## src/rtl/brg_pkg.sv

```systemverilog
package brg_pkg;

    localparam int SUB_AW   = 8;
    localparam int WORD_W   = 32;
    localparam int LANES    = WORD_W / 8;
    localparam int IRQ_SRCS = 2;

    localparam logic [7:0] OFS_ID   = 8'h00;
    localparam logic [7:0] OFS_CTRL = 8'h04;
    localparam logic [7:0] OFS_LO   = 8'h08;
    localparam logic [7:0] OFS_HI   = 8'h0C;
    localparam logic [7:0] OFS_IEN  = 8'h10;
    localparam logic [7:0] OFS_IFLG = 8'h14;

    localparam int BIT_BUSY = 31;
    localparam int BIT_SIZE = 25;
    localparam int BIT_DIR  = 24;
    localparam int BEH_LSB  = 20;
    localparam int BEL_LSB  = 16;

    typedef enum logic [2:0] {
        SEL_ID, SEL_CTRL, SEL_LO, SEL_HI, SEL_IEN, SEL_IFLG, SEL_NONE
    } reg_sel_e;

    typedef struct packed {
        logic              size;
        logic              dir;
        logic [LANES-1:0]  be_hi;
        logic [LANES-1:0]  be_lo;
        logic [SUB_AW-1:0] addr;
    } cmd_t;

    typedef struct packed {
        logic                we;
        logic [2*LANES-1:0]  be;
        logic [SUB_AW-1:0]   addr;
        logic [2*WORD_W-1:0] wdata;
    } xfer_t;

    function automatic reg_sel_e decode_off(input logic [7:0] off);
        case (off)
            OFS_ID:   return SEL_ID;
            OFS_CTRL: return SEL_CTRL;
            OFS_LO:   return SEL_LO;
            OFS_HI:   return SEL_HI;
            OFS_IEN:  return SEL_IEN;
            OFS_IFLG: return SEL_IFLG;
            default:  return SEL_NONE;
        endcase
    endfunction

    function automatic cmd_t cmd_unpack(input logic [WORD_W-1:0] w);
        cmd_t c;
        c.size  = w[BIT_SIZE];
        c.dir   = w[BIT_DIR];
        c.be_hi = w[BEH_LSB +: LANES];
        c.be_lo = w[BEL_LSB +: LANES];
        c.addr  = w[SUB_AW-1:0];
        return c;
    endfunction

    function automatic logic [WORD_W-1:0] cmd_pack(input cmd_t c, input logic busy);
        logic [WORD_W-1:0] w;
        w = '0;
        w[BIT_BUSY]          = busy;
        w[BIT_SIZE]          = c.size;
        w[BIT_DIR]           = c.dir;
        w[BEH_LSB +: LANES]  = c.be_hi;
        w[BEL_LSB +: LANES]  = c.be_lo;
        w[SUB_AW-1:0]        = c.addr;
        return w;
    endfunction

    function automatic logic [2*LANES-1:0] lane_set(input cmd_t c);
        return {(c.size ? c.be_hi : {LANES{1'b0}}), c.be_lo};
    endfunction

    function automatic logic [WORD_W-1:0] byte_merge(input logic [WORD_W-1:0] old_w,
                                                     input logic [WORD_W-1:0] new_w,
                                                     input logic [LANES-1:0]  be);
        logic [WORD_W-1:0] r;
        for (int i = 0; i < LANES; i++)
            r[8*i +: 8] = be[i] ? new_w[8*i +: 8] : old_w[8*i +: 8];
        return r;
    endfunction

endpackage

```

## src/rtl/brg_sync.sv

```systemverilog
module brg_sync #(
    parameter int STAGES = 2
) (
    input  logic clk,
    input  logic rst,
    input  logic d,
    output logic q
);
    generate
        if (STAGES == 0) begin : g_bypass
            assign q = d;
        end else begin : g_chain
            logic [STAGES-1:0] chain_q;
            always_ff @(posedge clk) begin
                if (rst) chain_q <= '0;
                else     chain_q <= {chain_q[STAGES-2 >= 0 ? STAGES-2 : 0 : 0], d} & {STAGES{1'b1}};
            end
            assign q = chain_q[STAGES-1];
        end
    endgenerate
endmodule

```

## src/rtl/brg_xfer_ctrl.sv

```systemverilog
module brg_xfer_ctrl
    import brg_pkg::*;
#(
    parameter int SYNC_STAGES = 2
) (
    input  logic  clk,
    input  logic  rst,
    input  logic  start,
    input  xfer_t start_xfer,
    input  logic  sub_ack,
    output logic  sub_req,
    output xfer_t sub_xfer,
    output logic  busy,
    output logic  done
);
    logic  req_q;
    logic  ack_s;
    logic  busy_q;
    xfer_t held_q;

    brg_sync #(.STAGES(SYNC_STAGES)) u_ack_sync (
        .clk (clk),
        .rst (rst),
        .d   (sub_ack),
        .q   (ack_s)
    );

    assign done = busy_q && (ack_s == req_q);

    always_ff @(posedge clk) begin
        if (rst) begin
            req_q  <= 1'b0;
            busy_q <= 1'b0;
            held_q <= '0;
        end else if (start && !busy_q) begin
            req_q  <= ~req_q;
            busy_q <= 1'b1;
            held_q <= start_xfer;
        end else if (done) begin
            busy_q <= 1'b0;
        end
    end

    assign sub_req  = req_q;
    assign sub_xfer = held_q;
    assign busy     = busy_q;

    // a new transfer is only requested when idle, and it flips the request
    a_r5_start_idle: assert property (@(posedge clk) disable iff (rst)
        start |-> !busy_q);
    a_r5_req_flips: assert property (@(posedge clk) disable iff (rst)
        $rose(busy_q) |-> (sub_req != $past(sub_req)));
    // outgoing request fields frozen while busy
    a_r10_hold: assert property (@(posedge clk) disable iff (rst)
        busy_q |=> (!busy_q || ($stable(sub_xfer) && $stable(sub_req))));
endmodule

```

## src/rtl/brg_irq_ctrl.sv

```systemverilog
module brg_irq_ctrl
    import brg_pkg::*;
#(
    parameter int SYNC_STAGES = 2
) (
    input  logic                clk,
    input  logic                rst,
    input  logic                sub_irq,
    input  logic                xfer_done,
    input  logic                en_wr,
    input  logic                flg_wr,
    input  logic [IRQ_SRCS-1:0] wbits,
    output logic [IRQ_SRCS-1:0] en_q,
    output logic [IRQ_SRCS-1:0] flg_q,
    output logic                irq_out
);
    logic irq_s;
    logic irq_d;
    logic irq_rise;
    logic [IRQ_SRCS-1:0] set_v;
    logic [IRQ_SRCS-1:0] clr_v;

    brg_sync #(.STAGES(SYNC_STAGES)) u_irq_sync (
        .clk (clk),
        .rst (rst),
        .d   (sub_irq),
        .q   (irq_s)
    );

    assign irq_rise = irq_s && !irq_d;
    assign set_v    = {irq_rise, xfer_done};
    assign clr_v    = flg_wr ? wbits : '0;

    always_ff @(posedge clk) begin
        if (rst) begin
            irq_d <= 1'b0;
            en_q  <= '0;
            flg_q <= '0;
        end else begin
            irq_d <= irq_s;
            if (en_wr) en_q <= wbits;
            flg_q <= (flg_q & ~clr_v) | set_v;
        end
    end

    assign irq_out = |(flg_q & en_q);

    // rising edge of the subsystem line sets flag bit 1
    a_r8_edge_sets: assert property (@(posedge clk) disable iff (rst)
        irq_rise |=> flg_q[1]);
    // write-one clears when no new event arrives
    a_r8_w1c: assert property (@(posedge clk) disable iff (rst)
        (flg_wr && wbits[1] && !irq_rise) |=> !flg_q[1]);
    // no flag, no interrupt
    a_r9_quiet: assert property (@(posedge clk) disable iff (rst)
        (flg_q == '0) |-> !irq_out);
endmodule

```

## src/rtl/brg_host_regs.sv

```systemverilog
module brg_host_regs
    import brg_pkg::*;
#(
    parameter int               HADDR_W  = 8,
    parameter logic [WORD_W-1:0] ID_VALUE = 32'h0B51_0001
) (
    input  logic                clk,
    input  logic                rst,
    input  logic                host_sel,
    input  logic                host_wr,
    input  logic [HADDR_W-1:0]  host_addr,
    input  logic [WORD_W-1:0]   host_wdata,
    output logic [WORD_W-1:0]   host_rdata,
    input  logic                busy,
    input  logic                done,
    input  logic [2*WORD_W-1:0] sub_rdata,
    input  logic [IRQ_SRCS-1:0] en_q,
    input  logic [IRQ_SRCS-1:0] flg_q,
    output logic                start,
    output xfer_t               start_xfer,
    output logic                en_wr,
    output logic                flg_wr
);
    reg_sel_e          sel;
    cmd_t              cmd_q;
    cmd_t              cmd_new;
    logic [WORD_W-1:0] lo_q;
    logic [WORD_W-1:0] hi_q;
    logic              wr_ok;
    logic              rd_launch;
    logic              wr_launch;

    assign sel     = decode_off(8'(host_addr));
    assign cmd_new = cmd_unpack(host_wdata);
    assign wr_ok   = host_sel && host_wr && !busy;

    assign rd_launch = wr_ok && (sel == SEL_CTRL) && cmd_new.dir;
    assign wr_launch = wr_ok && (sel == SEL_LO) && !cmd_q.dir;
    assign start     = rd_launch || wr_launch;

    always_comb begin
        start_xfer = '0;
        if (rd_launch) begin
            start_xfer.we    = 1'b0;
            start_xfer.be    = lane_set(cmd_new);
            start_xfer.addr  = cmd_new.addr;
            start_xfer.wdata = {hi_q, lo_q};
        end else begin
            start_xfer.we    = 1'b1;
            start_xfer.be    = lane_set(cmd_q);
            start_xfer.addr  = cmd_q.addr;
            start_xfer.wdata = {hi_q, host_wdata};
        end
    end

    assign en_wr  = host_sel && host_wr && (sel == SEL_IEN);
    assign flg_wr = host_sel && host_wr && (sel == SEL_IFLG);

    always_ff @(posedge clk) begin
        if (rst) begin
            cmd_q <= '0;
            lo_q  <= '0;
            hi_q  <= '0;
        end else if (done) begin
            if (!cmd_q.dir) begin
                lo_q <= lo_q;
            end else begin
                lo_q <= byte_merge(lo_q, sub_rdata[WORD_W-1:0], cmd_q.be_lo);
                if (cmd_q.size)
                    hi_q <= byte_merge(hi_q, sub_rdata[2*WORD_W-1:WORD_W], cmd_q.be_hi);
            end
        end else if (wr_ok) begin
            case (sel)
                SEL_CTRL: cmd_q <= cmd_new;
                SEL_LO:   lo_q  <= host_wdata;
                SEL_HI:   hi_q  <= host_wdata;
                default:  ;
            endcase
        end
    end

    always_comb begin
        case (sel)
            SEL_ID:   host_rdata = ID_VALUE;
            SEL_CTRL: host_rdata = cmd_pack(cmd_q, busy);
            SEL_LO:   host_rdata = lo_q;
            SEL_HI:   host_rdata = hi_q;
            SEL_IEN:  host_rdata = {{(WORD_W-IRQ_SRCS){1'b0}}, en_q};
            SEL_IFLG: host_rdata = {{(WORD_W-IRQ_SRCS){1'b0}}, flg_q};
            default:  host_rdata = '0;
        endcase
    end

    // command held while a transfer is in flight
    a_r6_cmd_kept: assert property (@(posedge clk) disable iff (rst)
        (busy && host_sel && host_wr && (sel == SEL_CTRL)) |=> $stable(cmd_q));
    // data write during a write transfer does not disturb the data words
    a_r6_data_kept: assert property (@(posedge clk) disable iff (rst)
        (busy && !cmd_q.dir && host_sel && host_wr && (sel == SEL_LO || sel == SEL_HI))
            |=> ($stable(lo_q) && $stable(hi_q)));
endmodule

```

## src/rtl/ind_reg_bridge.sv

```systemverilog
module ind_reg_bridge
    import brg_pkg::*;
#(
    parameter int                HADDR_W     = 8,
    parameter int                SYNC_STAGES = 2,
    parameter logic [WORD_W-1:0] ID_VALUE    = 32'h0B51_0001
) (
    input  logic                  clk,
    input  logic                  rst,
    input  logic                  host_sel,
    input  logic                  host_wr,
    input  logic [HADDR_W-1:0]    host_addr,
    input  logic [WORD_W-1:0]     host_wdata,
    output logic [WORD_W-1:0]     host_rdata,
    output logic                  sub_req,
    output logic                  sub_we,
    output logic [SUB_AW-1:0]     sub_addr,
    output logic [2*LANES-1:0]    sub_be,
    output logic [2*WORD_W-1:0]   sub_wdata,
    input  logic                  sub_ack,
    input  logic [2*WORD_W-1:0]   sub_rdata,
    input  logic                  sub_irq,
    output logic                  irq_out
);
    logic                start;
    xfer_t               start_xfer;
    xfer_t               sub_xfer;
    logic                busy;
    logic                done;
    logic                en_wr;
    logic                flg_wr;
    logic [IRQ_SRCS-1:0] en_q;
    logic [IRQ_SRCS-1:0] flg_q;

    brg_host_regs #(
        .HADDR_W  (HADDR_W),
        .ID_VALUE (ID_VALUE)
    ) u_regs (
        .clk        (clk),
        .rst        (rst),
        .host_sel   (host_sel),
        .host_wr    (host_wr),
        .host_addr  (host_addr),
        .host_wdata (host_wdata),
        .host_rdata (host_rdata),
        .busy       (busy),
        .done       (done),
        .sub_rdata  (sub_rdata),
        .en_q       (en_q),
        .flg_q      (flg_q),
        .start      (start),
        .start_xfer (start_xfer),
        .en_wr      (en_wr),
        .flg_wr     (flg_wr)
    );

    brg_xfer_ctrl #(.SYNC_STAGES(SYNC_STAGES)) u_xfer (
        .clk        (clk),
        .rst        (rst),
        .start      (start),
        .start_xfer (start_xfer),
        .sub_ack    (sub_ack),
        .sub_req    (sub_req),
        .sub_xfer   (sub_xfer),
        .busy       (busy),
        .done       (done)
    );

    brg_irq_ctrl #(.SYNC_STAGES(SYNC_STAGES)) u_irq (
        .clk       (clk),
        .rst       (rst),
        .sub_irq   (sub_irq),
        .xfer_done (done),
        .en_wr     (en_wr),
        .flg_wr    (flg_wr),
        .wbits     (host_wdata[IRQ_SRCS-1:0]),
        .en_q      (en_q),
        .flg_q     (flg_q),
        .irq_out   (irq_out)
    );

    assign sub_we    = sub_xfer.we;
    assign sub_addr  = sub_xfer.addr;
    assign sub_be    = sub_xfer.be;
    assign sub_wdata = sub_xfer.wdata;
endmodule

```

## config.mk

```make
export PLATFORM = sky130hd
export DESIGN_NAME = ind_reg_bridge
export DESIGN_NICKNAME = d
export VERILOG_FILES = /design/src/rtl/brg_pkg.sv /design/src/rtl/brg_sync.sv /design/src/rtl/brg_xfer_ctrl.sv /design/src/rtl/brg_irq_ctrl.sv /design/src/rtl/brg_host_regs.sv /design/src/rtl/ind_reg_bridge.sv
export SDC_FILE = /design/constraint.sdc
export NUM_CORES = 1
export LEC_CHECK = 0
export BUFFER_PORTS_ARGS = -buffer_cell sky130_fd_sc_hd__clkbuf_2
export CAP_MARGIN = 10
export CORE_ASPECT_RATIO = 1.4
export CORE_UTILIZATION = 53
export DETAILED_ROUTE_END_ITERATION = 7
export HOLD_SLACK_MARGIN = 0.05
export PLACE_DENSITY = 0.88
export SLEW_MARGIN = 20
export SYNTH_ARGS = -nofsm -noshare
export SYNTH_HDL_FRONTEND = slang
export SYNTH_SLANG_ARGS = --single-unit
```

## constraint.sdc

```tcl
create_clock -name clk -period 2.7 [get_ports clk]
set_input_delay 0 -clock clk [delete_from_list [all_inputs] [get_ports clk]]
set_output_delay 0 -clock clk [all_outputs]
set_load 0.05 [all_outputs]
```

==> results of run 1 <==
==> stage by stage <==
stage                     TNS [ps]  utilization
after floorplan                  0            -
after global placement           0        0.641
after detailed placement         0        0.641
after CTS                        0        0.778
after global routing         -2.57        0.783
final                            0        0.783
==> metal layers <==
metal  vias to the layer above  track usage  wire length, microns
met1                      4068        0.440                 10600
met4                         0        0.238                  1980
li1                       3889            -                     -
met3                       173       0.0895                  2690
met2                       664        0.634                 14200
met5                         -            0                     0
==> registers in the layout, indices dropped and copies added, names as in the netlist <==
signal / cells
u_xfer.sub_xfer: 81
u_regs.hi_q: 32
u_regs.lo_q: 32
u_regs.cmd_q: 18
u_irq.en_q: 2
u_irq.flg_q: 2
u_irq.u_irq_sync.g_chain.chain_q: 2
u_xfer.u_ack_sync.g_chain.chain_q: 2
u_irq.irq_d: 1
u_xfer.busy: 1
u_xfer.sub_req: 1
==> final cells by class <==
class | instances | area [sq um]
sequential | 174 | 3480
fill | 895 | 3180
clock buffer | 18 | 429
clock inverter | 13 | 151
timing repair buffer | 389 | 2980
multi-input combinational | 642 | 4170
inverter | 3 | 11.3
tap | 189 | 236
==> critical path, cell delays in order (launching register included) <==
cell	delay (ps)
dfxtp_1	380
and3b_1	530
and4_4	360
a31o_4	240
nor2_1	80
a311oi_1	370
dlygate4sd3_1	600
==> cells in the mapped netlist (2+ instances only) <==
| master | number | share of area |
|---|---|---|
| a31oi_1 | 3 | 0.0023 |
| buf_1 | 2 | 0.00094 |
| mux2_2 | 3 | 0.0042 |
| dfxtp_1 | 174 | 0.43 |
| nand2b_1 | 3 | 0.0023 |
| mux2i_1 | 104 | 0.13 |
| and3b_1 | 3 | 0.0033 |
| inv_1 | 3 | 0.0014 |
| a21oi_1 | 16 | 0.010 |
| nand2_1 | 100 | 0.047 |
| a22o_2 | 3 | 0.0037 |
| a31o_2 | 4 | 0.0044 |
| and3_1 | 6 | 0.0047 |
| nor3_2 | 3 | 0.0037 |
| a22oi_1 | 30 | 0.028 |
| xnor2_1 | 2 | 0.0022 |
| nor2b_1 | 5 | 0.0039 |
| and2_1 | 3 | 0.0023 |
| a2bb2oi_1 | 17 | 0.019 |
| o21ai_0 | 3 | 0.0019 |
| clkbuf_1 | 30 | 0.014 |
| buf_6 | 8 | 0.011 |
| a311oi_1 | 56 | 0.061 |
| buf_12 | 2 | 0.0050 |
| nor3_1 | 5 | 0.0031 |
| nor2_1 | 193 | 0.090 |
| nor3b_1 | 2 | 0.0019 |
| buf_2 | 26 | 0.016 |
| a211oi_1 | 57 | 0.053 |
| buf_4 | 8 | 0.0075 |
| nand3_1 | 3 | 0.0019 |
| nand4_1 | 3 | 0.0023 |
==> logic make-up (layout without fill, tap and decap cells) <==
family	count (synthesis)	in the layout	synth area share
flops	174	174	0.434
simple gates	338	338	0.180
xor+xnor	3	3	0.00327
compound gates	193	193	0.189
buf+inv	80	423	0.0581
mux	107	107	0.134
fa+ha+maj	1	1	0.00156
==> worst min-delay path by stage <==
stage / startpoint / end / slack, ps / cells after the start
after floorplan: host_wdata[24] / u_xfer.sub_xfer[80] / 90 / 1
after global placement: sub_ack / u_xfer.u_ack_sync.g_chain.chain_q[0] / 220 / 2
after detailed placement: sub_ack / u_xfer.u_ack_sync.g_chain.chain_q[0] / 220 / 2
after CTS: rst / u_xfer.sub_xfer[34] / 60 / 2
after global routing: rst / u_regs.cmd_q[9] / 90 / 2
final: rst / u_regs.cmd_q[11] / 70 / 2
==> repair_timing <==
action	4_1_cts	5_1_grt
setup endpoints to repair	0	68
gates resized for setup	0	12
hold endpoints to repair	134	0
hold buffers	143	0
==> power by group <==
group / total (mW) / internal, mW / switching (mW)
registers: 2.57 / 2.57 / 0.00227
clock network: 2.47 / 1.38 / 1.09
logic: 0.377 / 0.189 / 0.188
==> impl_metrics.toml, run 1 <==
[placement]
gp_congestion = 0.893
dp.cells = 1254
io_buffers = 224
hpwlAfterDp_microns = 17100
place_area_sq_mm = 0.00938
pre_cts_ws_ps = 28.3

[synth]
async_flop_share = 0
synth_nets = 1007
synthCells = 896
synth_area_sq_mm = 0.00803
yosysSeqAreaShare = 0.434
synth_edf_count = 0
yosysWarnings = 0
synth_seq_cells = 174
avgSynthCellArea_sq_um = 8.96
yosysUniqueCellTypes = 48
ys.flop_type = "dfxtp_1"

[power_and_ir_drop]
ir_drop_v = 0.000391
finalPower_mw = 5.42
p_leak_nw = 4.86
power.density_mw_per_mm2 = 473

[run_status]
outcome = "finished, final reports clean"

[die]
core_sq_mm = 0.0146
ios = 225
die_w_microns = 106
die_h_microns = 148
start_util = 0.549
rows = 52
die_area_sq_mm = 0.0157

[detailed_routing]
wirelength_microns = 29500
drc = 0
dr.first_iter.drc_count = 825
routedWlPerCell_microns = 20.6
ant_nets = 0
vias_per_cell = 6.16
vias = 8794
drt-pass1-iter-count = 6

[min_path]
hp-class = "input port to flop"

[cells_and_area]
nets = 1338
layout_common_cells = "clkbuf_2, nor2_1, dfxtp_1, dlygate4sd3_1, mux2i_1"
syn_to_final_growth_pct = 42.7
n_antenna_cell = 0
final_common_cell = "clkbuf_2"
fin_area_sq_mm = 0.0115
layout-drive-gt1-share = 0.245
instances_no_fill = 1428

[worst_setup_path]
reg2reg_from = "u_xfer.busy"
worst_setup_path_end_kind = "flop"
endpoint = "u_regs.lo_q[8]"
critPathLaunch = "u_xfer.busy"
r2r_slack_ps = 100
worstReg2RegEnd = "u_regs.lo_q[8]"
cp_data_arrival_time_ps = 2970
cp_max_fo = 16
r2r.worst_path.cells = 6
cp-start-kind = "flop"
critPathKind = "flop to flop"
required_ps = 3070

[clocking]
cts_setup_buffers = 0
cts_tree = "done"
clk_path_buf_depth = 2
numCtsBuffers = 17
ctsRootBufferMaster = "clkbuf_16"
worstSkewPairLatency_ps = 430
path_clk_slew_ps = 70
clkSinkCount = 174
htree_levels = 4

[global_route]
grt_max_degree = 85
grt.total_usage = 0.381
antenna_found_initial = 0
grt_pass1_vias = 8958
grt_pass1_wl_microns = 46500
overflow = 0

[flow_run]
cap_violations = 0

[sta]
hold_viol = 0
fin_crit_sh = 0.964
setup_viol = 0
fin_crit_ps = 2600
tightest_slew_ps = 925
holdWs_ps = 69.7
skew_ps = 9.15
max_freq_mhz = 384
fin_ws_ps = 98.1
slew-limit-headroom = 0.383
drv_slew = 0
(Power assumes the default switching activity.)
==> run 2: changes to the inputs <==
--- a/config.mk
+++ b/config.mk
@@ -7,2 +7,3 @@
 export LEC_CHECK = 0
+export ABC_AREA = 1
 export BUFFER_PORTS_ARGS = -buffer_cell sky130_fd_sc_hd__clkbuf_2
@@ -10,3 +11,3 @@
 export CORE_ASPECT_RATIO = 1.4
-export CORE_UTILIZATION = 53
+export CORE_UTILIZATION = 54
 export DETAILED_ROUTE_END_ITERATION = 7
==> constraint.sdc (replaced) <==
create_clock -name clk -period 2.7 [get_ports clk]
set_input_delay 0.27 -clock clk [delete_from_list [all_inputs] [get_ports clk]]
set_output_delay 0.27 -clock clk [all_outputs]
set_load 0.05 [all_outputs]
==> impl_metrics.toml, run 2 <==
[cells_and_area]
fin_area_sq_mm = 0.0110
nets = 1671
final_common_cell = "nand2_1"
syn_to_final_growth_pct = 25.5
layout-drive-gt1-share = 0.213
largest_reg_flops = 81
layout_common_cells = "nand2_1, nor2_1, clkbuf_2, dfxtp_1, inv_1"
n_antenna_cell = 0
n_fill_cell = 1275

[worst_setup_path]
required_ps = 2430
max_stage_delay_ps = 240
cp_common_cell = "nand2_1"
cp_max_fo = 7
worst_setup_path_end_kind = "primary output"
cp_cell_sequence = "clkbuf_2 > nor2_4 > nand2_1 > nor2_2 > inv_1 > ha_2 > nand2_1 > o21ai_0 > nor2_2 > buf_4 > nand3_2 > nand4_1 > nand2_1 > inv_1 > buf_12"
slowest_stage = "nand4_1"
r2r_slack_ps = 430
cp-start-kind = "input port"
cp_data_arrival_time_ps = 2480
critPathKind = "input port to primary output"

[clocking]
clk_path_buf_depth = 2
clkSinkCount = 174
htree_levels = 4
numCtsBuffers = 17
cts_tree = "done"
ctsRootBufferMaster = "clkbuf_16"
path_clk_slew_ps = 70
worstSkewPairLatency_ps = 430

[flow_run]
cap_violations = 0

[sta]
max_freq_mhz = 363
fin_crit_sh = 1.02
tightest_slew_ps = 724
drv_slew = 0
skew_ps = 12.0
slew-limit-headroom = 0.517
fin_ws_ps = -53.3
fin_crit_ps = 2750
holdWs_ps = 158
hold_viol = 0
setup_viol = 14

[run_status]
outcome = "finished, violations left"
violations = "negative setup slack"

[detailed_routing]
ant_nets = 0
vias_per_cell = 5.64
routedWlPerCell_microns = 16.4
vias = 9971
wirelength_microns = 28900
drc = 0
drt-pass1-iter-count = 6
dr.first_iter.drc_count = 1184

[synth]
yosysUniqueCellTypes = 33
netlist_top_cells_count = "nand2_1, nor2_1, dfxtp_1, inv_1, a21oi_1"
async_flop_share = 0
yosysWarnings = 0
synth.top_cell.area_share = 0.398
avgSynthCellArea_sq_um = 6.41
synthCells = 1365
yosysTopAreaCell = "dfxtp_1"
synth.most_common_cell = "nand2_1"
synthTopCellsByArea = "dfxtp_1, nand2_1, nor2_1, a21oi_1, o21ai_0"
synth_area_sq_mm = 0.00875
synth_nets = 1476
synth_seq_cells = 174
yosysSeqAreaShare = 0.398
synth_edf_count = 0
ys.flop_type = "dfxtp_1"

[min_path]
hp-class = "input port to flop"

[placement]
pre_cts_ws_ps = 31.9
gp_congestion = 1.00
io_buffers = 224
place_area_sq_mm = 0.0102
hpwlAfterDp_microns = 20000

[die]
die_h_microns = 153
start_util = 0.556
ios = 225
rows = 54
die_area_sq_mm = 0.0167
die_w_microns = 110
core_sq_mm = 0.0157

[global_route]
grt_pass1_vias = 8952
antenna_found_initial = 0
grt_max_degree = 65
grt_pass1_wl_microns = 44400
overflow = 0
grt.total_usage = 0.340

[power_and_ir_drop]
power.density_mw_per_mm2 = 490
finalPower_mw = 5.39
ir_drop_v = 0.000336
p_leak_nw = 5.29
-- run 2: changes by cell type after synthesis, sizes merged, moves of 17 or more --
cell,previous run,this run
o21ai,3,71
nor2,193,257
a2bb2oi,17,0
a21oi,16,75
nand3,4,73
mux2i,104,0
a211oi,57,0
nand4,3,25
a311oi,56,0
a22oi,30,0
nand2,101,471
o211ai,0,37
inv,3,87
-- run 2: where the power goes --
| part | switching, mW | internal [mW] | leakage (nW) |
|---|---|---|---|
| registers | 0.00272 | 2.57 | 1.40 |
| logic | 0.204 | 0.121 | 3.61 |
| clock network | 1.11 | 1.38 | 0.284 |
| total | 1.31 | 4.07 | 5.29 |
-- run 2: path summary, 6_finish.rpt --
path | end | from | depth (start not counted)
setup / recovery | host_rdata[22] | host_addr[0] | 15
hold / removal | u_regs.lo_q[26] | sub_rdata[26] | 5
setup reg to reg | u_regs.lo_q[14] | u_xfer.sub_req | 9
hold reg to reg | u_xfer.u_ack_sync.g_chain.chain_q[1] | u_xfer.u_ack_sync.g_chain.chain_q[0] | 2
-- run 2: what timing repair did --
action / in CTS / in global routing
setup endpoints to repair: 0 / 32
hold buffers: 2 / 0
gates resized for setup: 0 / 26
endpoints found under the hold margin: 2 / 0
setup buffers: 0 / 4
-- run 2: layout make-up --
| cell class | count | area (sq um) | area share |
|---|---|---|---|
| repair buffers | 259 | 1770 | 0.161 |
| multi-input cells | 1019 | 4570 | 0.416 |
| inverters | 89 | 340 | 0.0310 |
| well taps | 196 | 245 | 0.0223 |
| clock inverters | 13 | 154 | 0.0140 |
| flip-flops and latches | 174 | 3480 | 0.317 |
| clock buffers | 18 | 429 | 0.0391 |
-- run 2: stage by stage --
step	instances	setup TNS [ps]	utilization
after global routing	1768	-3120	0.698
after CTS	1762	0	0.689
after floorplan	1365	0	-
final	1768	-283	0.698
after detailed placement	1729	0	0.651
after global placement	1729	0	0.651
-- run 2: logic make-up (layout without fill, tap and decap cells) --
logic type               Yosys count  count (layout)  share of synthesized area
AND/OR/NAND/NOR                  834             834                      0.398
AO/OA/AOI/OAI                    184             184                      0.118
buffers and inverters            172             379                     0.0852
adder cells (fa/ha/maj)            1               1                    0.00143
flip-flops                       174             174                      0.398
-- run 2: metal layers --
layer	share of wire	track usage	wire length (microns)
met3	0.10	0.0663	3020
met1	0.38	0.443	11100
met2	0.46	0.517	13300
met5	0	0	0
met4	0.055	0.193	1600
-- run 2: worst max-delay path: cells and delay by family --
kind	cells	cell delay, ps
AOI/OAI and AO/OA	1	100
adders and majority gates	1	220
buffers and inverters	5	610
and+or+nand+nor	8	1270
